`config.mk`:
```
export PLATFORM = sky130hd
export DESIGN_NAME = cap_reload_timer
export DESIGN_NICKNAME = d
export VERILOG_FILES = /design/src/rtl/timer_pkg.sv /design/src/rtl/timer_ctrl.sv /design/src/rtl/timer_datapath.sv /design/src/rtl/cap_reload_timer.sv
export SDC_FILE = /design/constraint.sdc
export NUM_CORES = 1
export LEC_CHECK = 0
export BUFFER_PORTS_ARGS = -buffer_cell sky130_fd_sc_hd__buf_2
export CAP_MARGIN = 20
export CORE_AREA = 2 2 119 121
export DETAILED_ROUTE_END_ITERATION = 8
export DIE_AREA = 0 0 121 123
export PLACE_DENSITY = 0.38
export SLEW_MARGIN = 30
export SYNTH_ARGS = -nofsm -noshare
export SYNTH_HDL_FRONTEND = slang
export SYNTH_SLANG_ARGS = --single-unit
```
`constraint.sdc`:
```
create_clock -name clk -period 10.2 [get_ports clk]
set_input_delay 1.53 -clock clk [delete_from_list [all_inputs] [get_ports clk]]
set_output_delay 1.53 -clock clk [all_outputs]
set_load 0.05 [all_outputs]
```
`src/rtl/timer_pkg.sv`:
```
package timer_pkg;

  typedef struct packed {
    logic downEn;
    logic clkOutEn;
    logic txBaud;
    logic rxBaud;
    logic extEn;
    logic capMode;
    logic run;
  } timer_mode_t;

  typedef struct packed {
    logic loadCnt;
    logic loadCap;
    logic inc;
    logic dec;
    logic reload;
    logic setMax;
    logic capture;
    logic setOvf;
    logic setExt;
    logic clrOvf;
    logic clrExt;
    logic toggle;
    logic baudPulse;
  } timer_strobe_t;

  localparam logic [1:0] SEL_MODE  = 2'd0;
  localparam logic [1:0] SEL_COUNT = 2'd1;
  localparam logic [1:0] SEL_CAP   = 2'd2;
  localparam logic [1:0] SEL_CLEAR = 2'd3;

endpackage

```
`src/rtl/timer_ctrl.sv`:
```
module timer_ctrl
  import timer_pkg::*;
#(
  parameter int SLOW_DIV = 12,
  parameter int FAST_DIV = 2
) (
  input  logic          clk,
  input  logic          rstN,
  input  logic          wrEn,
  input  logic [1:0]    wrSel,
  input  logic [1:0]    clrBits,
  input  logic [6:0]    modeData,
  input  logic          extPin,
  input  logic          atMax,
  input  logic          atReload,
  output timer_strobe_t stb
);

  localparam int PRE_W = (SLOW_DIV > FAST_DIV) ? $clog2(SLOW_DIV) : $clog2(FAST_DIV);

  timer_mode_t mode;
  logic [PRE_W-1:0] preCnt;
  logic [PRE_W-1:0] divLast;
  logic extSamp;
  logic modeWr;
  logic preTick;
  logic tick;
  logic fastMode;
  logic baudMode;
  logic reloadMode;
  logic dirCtrl;
  logic goDown;
  logic extFall;

  assign modeWr     = wrEn && (wrSel == SEL_MODE);
  assign baudMode   = mode.rxBaud || mode.txBaud;
  assign fastMode   = baudMode || mode.clkOutEn;
  assign reloadMode = !mode.capMode || fastMode;
  assign dirCtrl    = mode.downEn && reloadMode && !fastMode;
  assign goDown     = dirCtrl && !extPin;
  assign divLast    = fastMode ? PRE_W'(FAST_DIV - 1) : PRE_W'(SLOW_DIV - 1);
  assign preTick    = (preCnt >= divLast) && !modeWr;
  assign tick       = preTick && mode.run;
  assign extFall    = preTick && extSamp && !extPin;

  always_ff @(posedge clk) begin
    if (!rstN) begin
      mode    <= '0;
      preCnt  <= '0;
      extSamp <= 1'b0;
    end else begin
      if (modeWr) begin
        mode   <= timer_mode_t'(modeData);
        preCnt <= '0;
      end else if (preCnt >= divLast) begin
        preCnt <= '0;
      end else begin
        preCnt <= preCnt + 1'b1;
      end
      if (preTick) extSamp <= extPin;
    end
  end

  always_comb begin
    stb         = '0;
    stb.loadCnt = wrEn && (wrSel == SEL_COUNT);
    stb.loadCap = wrEn && (wrSel == SEL_CAP);
    stb.clrOvf  = wrEn && (wrSel == SEL_CLEAR) && clrBits[0];
    stb.clrExt  = wrEn && (wrSel == SEL_CLEAR) && clrBits[1];
    if (tick) begin
      if (goDown) begin
        if (atReload) begin
          stb.setMax = 1'b1;
          stb.setOvf = 1'b1;
        end else begin
          stb.dec = 1'b1;
        end
      end else if (atMax) begin
        stb.setOvf    = 1'b1;
        stb.toggle    = mode.clkOutEn;
        stb.baudPulse = baudMode;
        if (reloadMode) stb.reload = 1'b1;
        else            stb.inc    = 1'b1;
      end else begin
        stb.inc = 1'b1;
      end
      if (mode.extEn && extFall && !dirCtrl) begin
        stb.setExt = 1'b1;
        if (!fastMode) begin
          if (mode.capMode) stb.capture = 1'b1;
          else              stb.reload  = 1'b1;
        end
      end
    end
  end

  // advances are at least two clocks apart
  p_tick_spacing_r3: assert property (@(posedge clk) disable iff (!rstN)
    (stb.inc || stb.dec || stb.reload || stb.setMax) |=> !(stb.inc || stb.dec || stb.setMax));

  // in a fast mode the capture strobe never fires
  p_no_capture_fast_r9: assert property (@(posedge clk) disable iff (!rstN)
    fastMode |-> !stb.capture);

endmodule

```
`src/rtl/timer_datapath.sv`:
```
module timer_datapath
  import timer_pkg::*;
#(
  parameter int WIDTH = 16
) (
  input  logic             clk,
  input  logic             rstN,
  input  timer_strobe_t    stb,
  input  logic [WIDTH-1:0] wrData,
  output logic [WIDTH-1:0] count,
  output logic [WIDTH-1:0] capReload,
  output logic             ovfFlag,
  output logic             extFlag,
  output logic             baudTick,
  output logic             clkOut,
  output logic             atMax,
  output logic             atReload
);

  localparam logic [WIDTH-1:0] MAX_VAL = '1;

  assign atMax    = (count == MAX_VAL);
  assign atReload = (count == capReload);

  always_ff @(posedge clk) begin
    if (!rstN) begin
      count     <= '0;
      capReload <= '0;
      ovfFlag   <= 1'b0;
      extFlag   <= 1'b0;
      baudTick  <= 1'b0;
      clkOut    <= 1'b0;
    end else begin
      if (stb.loadCnt)     count <= wrData;
      else if (stb.reload) count <= capReload;
      else if (stb.setMax) count <= MAX_VAL;
      else if (stb.inc)    count <= count + 1'b1;
      else if (stb.dec)    count <= count - 1'b1;

      if (stb.loadCap)      capReload <= wrData;
      else if (stb.capture) capReload <= count;

      if (stb.setOvf)      ovfFlag <= 1'b1;
      else if (stb.clrOvf) ovfFlag <= 1'b0;

      if (stb.setExt)      extFlag <= 1'b1;
      else if (stb.clrExt) extFlag <= 1'b0;

      baudTick <= stb.baudPulse;
      if (stb.toggle) clkOut <= !clkOut;
    end
  end

  // companion register moves only on a write or a capture
  p_cap_hold_r4: assert property (@(posedge clk) disable iff (!rstN)
    (!stb.loadCap && !stb.capture) |=> $stable(capReload));

  // with no advance or write the counter holds
  p_count_hold_r3: assert property (@(posedge clk) disable iff (!rstN)
    (!stb.loadCnt && !stb.reload && !stb.setMax && !stb.inc && !stb.dec) |=> $stable(count));

  // baud pulse lasts one clock
  p_baud_pulse_r10: assert property (@(posedge clk) disable iff (!rstN)
    baudTick |=> !baudTick);

  // overflow flag is sticky until cleared
  p_ovf_sticky_r12: assert property (@(posedge clk) disable iff (!rstN)
    (ovfFlag && !stb.clrOvf) |=> ovfFlag);

  // clock-out changes only on a toggle strobe
  p_clkout_hold_r11: assert property (@(posedge clk) disable iff (!rstN)
    !stb.toggle |=> $stable(clkOut));

endmodule

```
`src/rtl/cap_reload_timer.sv`:
```
module cap_reload_timer
  import timer_pkg::*;
#(
  parameter int WIDTH    = 16,
  parameter int SLOW_DIV = 12,
  parameter int FAST_DIV = 2
) (
  input  logic             clk,
  input  logic             rstN,
  input  logic             wrEn,
  input  logic [1:0]       wrSel,
  input  logic [WIDTH-1:0] wrData,
  input  logic             extPin,
  output logic [WIDTH-1:0] count,
  output logic [WIDTH-1:0] capReload,
  output logic             ovfFlag,
  output logic             extFlag,
  output logic             baudTick,
  output logic             clkOut
);

  timer_strobe_t stb;
  logic atMax;
  logic atReload;

  timer_ctrl #(.SLOW_DIV(SLOW_DIV), .FAST_DIV(FAST_DIV)) uCtrl (
    .clk      (clk),
    .rstN     (rstN),
    .wrEn     (wrEn),
    .wrSel    (wrSel),
    .clrBits  (wrData[1:0]),
    .modeData (wrData[6:0]),
    .extPin   (extPin),
    .atMax    (atMax),
    .atReload (atReload),
    .stb      (stb)
  );

  timer_datapath #(.WIDTH(WIDTH)) uData (
    .clk       (clk),
    .rstN      (rstN),
    .stb       (stb),
    .wrData    (wrData),
    .count     (count),
    .capReload (capReload),
    .ovfFlag   (ovfFlag),
    .extFlag   (extFlag),
    .baudTick  (baudTick),
    .clkOut    (clkOut),
    .atMax     (atMax),
    .atReload  (atReload)
  );

endmodule

```
==> impl_metrics.json <==
{
  "diodes": 0,
  "ys_seq_elements": 48,
  "synth_area_per_cell_sq_um": 8.06,
  "layout_commonest_cell": "buf_2",
  "cts_resized": 0,
  "fin_skew_ps": 4.30,
  "initial_core_util_pct": 24.3,
  "power.leakage_nw": 1.69,
  "ant_nets": 0,
  "clk_pin_slew_ps": 70,
  "hold_slack_ps": 470,
  "postCtsSetupBuffers": 0,
  "dpl.hpwl_um": 8760,
  "path_class": "in2reg",
  "timing.slew.headroom_pct": 34.5,
  "grt_pass1_wl_um": 18800,
  "area_growth_pct": 19.0,
  "worst_setup_path_start_kind": "input port",
  "vdd.ir_drop.worst_mv": 0.0573,
  "grt_start_max_net_pins": 33,
  "slew_violations": 0,
  "hold_class": "reg2reg",
  "num_rows": 43,
  "grt_pass1_vias": 3277,
  "die_h_um": 123,
  "switching_share_pct": 33.2,
  "wire_per_inst_um": 18.6,
  "drc": 0,
  "seq_area_frac_synth_pct": 29.0,
  "die_area_sq_mm": 0.0149,
  "clockBufferDepth": 2,
  "critPathArrivalTime_ps": 5400,
  "hold_viol": 0,
  "antenna_found_initial": 0,
  "cts_tree": "built",
  "firstDrtPassIters": 4,
  "synthFlopType": "dfxtp_1",
  "rsz0062_at_grt": "false",
  "p_int_mw": 0.362,
  "finalNetCount": 498,
  "status": "finished, final reports clean",
  "pwr-share-clk_pct": 35.7,
  "p_comb_share_pct": 25.4,
  "overflow": 0,
  "max_slew.worst_pin.slew_ps": 980,
  "maxCapViolCount": 0,
  "crit_fanout": 16,
  "gp_congestion": 0.806,
  "syn_inst": 411,
  "ys_warn_count": 0,
  "netSwitchingPower_mw": 0.180,
  "dpl_worst_slack_ps": 4370,
  "core_area_sq_mm": 0.0136,
  "synth_edf_count": 0,
  "final_cell_mix": "57 x buf_2, 48 x dfxtp_1, 47 x a21oi_1",
  "fin_ws_ps": 4970,
  "p_total_mw": 0.542,
  "p_seq_share_pct": 38.9,
  "clkSinkCount": 48,
  "clock.fmax_mhz": 191,
  "end_kind": "flip-flop",
  "drt-total-wl_um": 11800,
  "multi_input_area_sq_mm": 0.00224,
  "drt_iter0_markers": 127,
  "root_buffer": "clkbuf_16",
  "io_buffers": 57,
  "cts_made_buffers": 5,
  "crit_required_ps": 10370,
  "fillers": 1502,
  "finalSetupViolCount": 0,
  "p_per_area_mw_per_mm2": 137,
  "num_vias": 3264,
  "via_per_inst": 5.12,
  "drive_gt1_share_pct": 17.7,
  "ys_async_sr_fraction_pct": 0,
  "grt.total_usage_pct": 16.4,
  "final.min_clock_period_ps": 5230,
  "final_util_pct": 29.0,
  "regArea_sq_um": 961,
  "period_share_pct": 51.3,
  "io_pins": 58,
  "syn-num-nets": 453,
  "netlist_area_sq_mm": 0.00331,
  "htree_levels": 2,
  "die_w_um": 121,
  "clkLatencyLatePin_ps": 290,
  "timing.setup.tns_ps": 0,
  "postCtsHoldBufs": 0,
  "yosysUniqueCellTypes": 57
}
-- cell usage after synthesis (3+ instances only) --
cell type / instances / share of area [%]
o31a_1: 3 / 0.79
nand3_1: 15 / 2.3
a31oi_1: 3 / 0.57
mux2i_1: 15 / 4.5
o21ai_0: 32 / 4.8
a211oi_1: 18 / 4.1
nand2b_1: 4 / 0.76
ha_1: 19 / 7.2
xor2_1: 19 / 5.0
a21oi_1: 47 / 7.1
nor2_1: 40 / 4.5
nor3_1: 3 / 0.45
nor4_1: 4 / 0.76
clkbuf_1: 16 / 1.8
a21o_1: 3 / 0.68
o211ai_1: 5 / 1.1
dfxtp_1: 48 / 29
a211o_1: 3 / 0.79
inv_1: 8 / 0.91
nand4_1: 8 / 1.5
buf_2: 5 / 0.76
xnor2_1: 10 / 2.6
o21a_1: 3 / 0.68
nand3b_1: 3 / 0.68
nand2_1: 30 / 3.4
o221ai_1: 4 / 1.1
or3_1: 4 / 0.76
-- registers in the layout, summed over array words and instances, names as in the netlist --
signal,flops
uCtrl.extSamp,1
uCtrl.mode,7
uData.ovfFlag,1
uData.capReload,16
uData.count,16
uData.clkOut,1
uData.baudTick,1
uCtrl.preCnt,4
uData.extFlag,1
-- through the flow --
| stage | cell area [sq um] | cells |
|---|---|---|
| after detailed placement | 3770 | 629 |
| after CTS | 3940 | 637 |
| final | 3940 | 637 |
| after global placement | 3770 | 629 |
| after global routing | 3940 | 637 |
| after floorplan | 3310 | 411 |
-- path summary, 6_finish.rpt --
check                                      from              end  slack (ps)  cells past startpoint
worst max register to register    uCtrl.mode[5]  uData.count[11]        5120                     16
worst max-delay path                       wrEn  uData.count[11]        4970                     14
worst min register to register  uCtrl.preCnt[0]  uCtrl.preCnt[0]         470                      1
worst min-delay path            uCtrl.preCnt[0]  uCtrl.preCnt[0]         470                      1
-- cells by family (layout without fill, tap and decap cells) --
family | count (synthesis) | in the layout | share of synthesized area [%]
compound gates | 139 | 139 | 27.2
fa+ha+maj | 20 | 20 | 7.78
simple gates | 129 | 129 | 19.9
mux | 15 | 15 | 4.53
buf+inv | 31 | 77 | 3.93
xor+xnor | 29 | 29 | 7.67
flops | 48 | 48 | 29.0
-- area by class of cell --
type | instances | area share, %
multi-input cells | 332 | 56.9
flip-flops and latches | 48 | 24.4
repair buffers | 61 | 8.00
well taps | 180 | 5.71
clock buffers | 5 | 3.17
clock inverters | 3 | 1.08
inverters | 8 | 0.762
-- metal layers --
layer	global-route usage (%)	vias to the layer above	routed length, um
li1	-	1626	-
met1	22.4	1567	5870
met2	26.7	59	5390
met3	2.72	12	387
met4	4.58	0	197
met5	0	-	0
-- power by group through the flow --
stage / sequential [mW] / combinational, mW / clock (mW)
2_1_floorplan: 0.232 / 0.0799 / 0
3_3_place_gp: 0.216 / 0.137 / 0
3_5_place_dp: 0.216 / 0.137 / 0
4_1_cts: 0.211 / 0.138 / 0.199
5_1_grt: 0.213 / 0.152 / 0.207
6_report: 0.211 / 0.138 / 0.193
-- worst max-delay path, stage by stage --
cell and delay, ps:
buf_2 140, or3b_1 420, nand2_4 90, nor2_2 510
and3_1 330, inv_1 290, ha_1 400, a211oi_1 370
o21ai_0 160, and4_1 230, or4_1 480, a31oi_1 200
xor2_1 160, a21oi_1 80
Power figures use the tool's default switching activity.
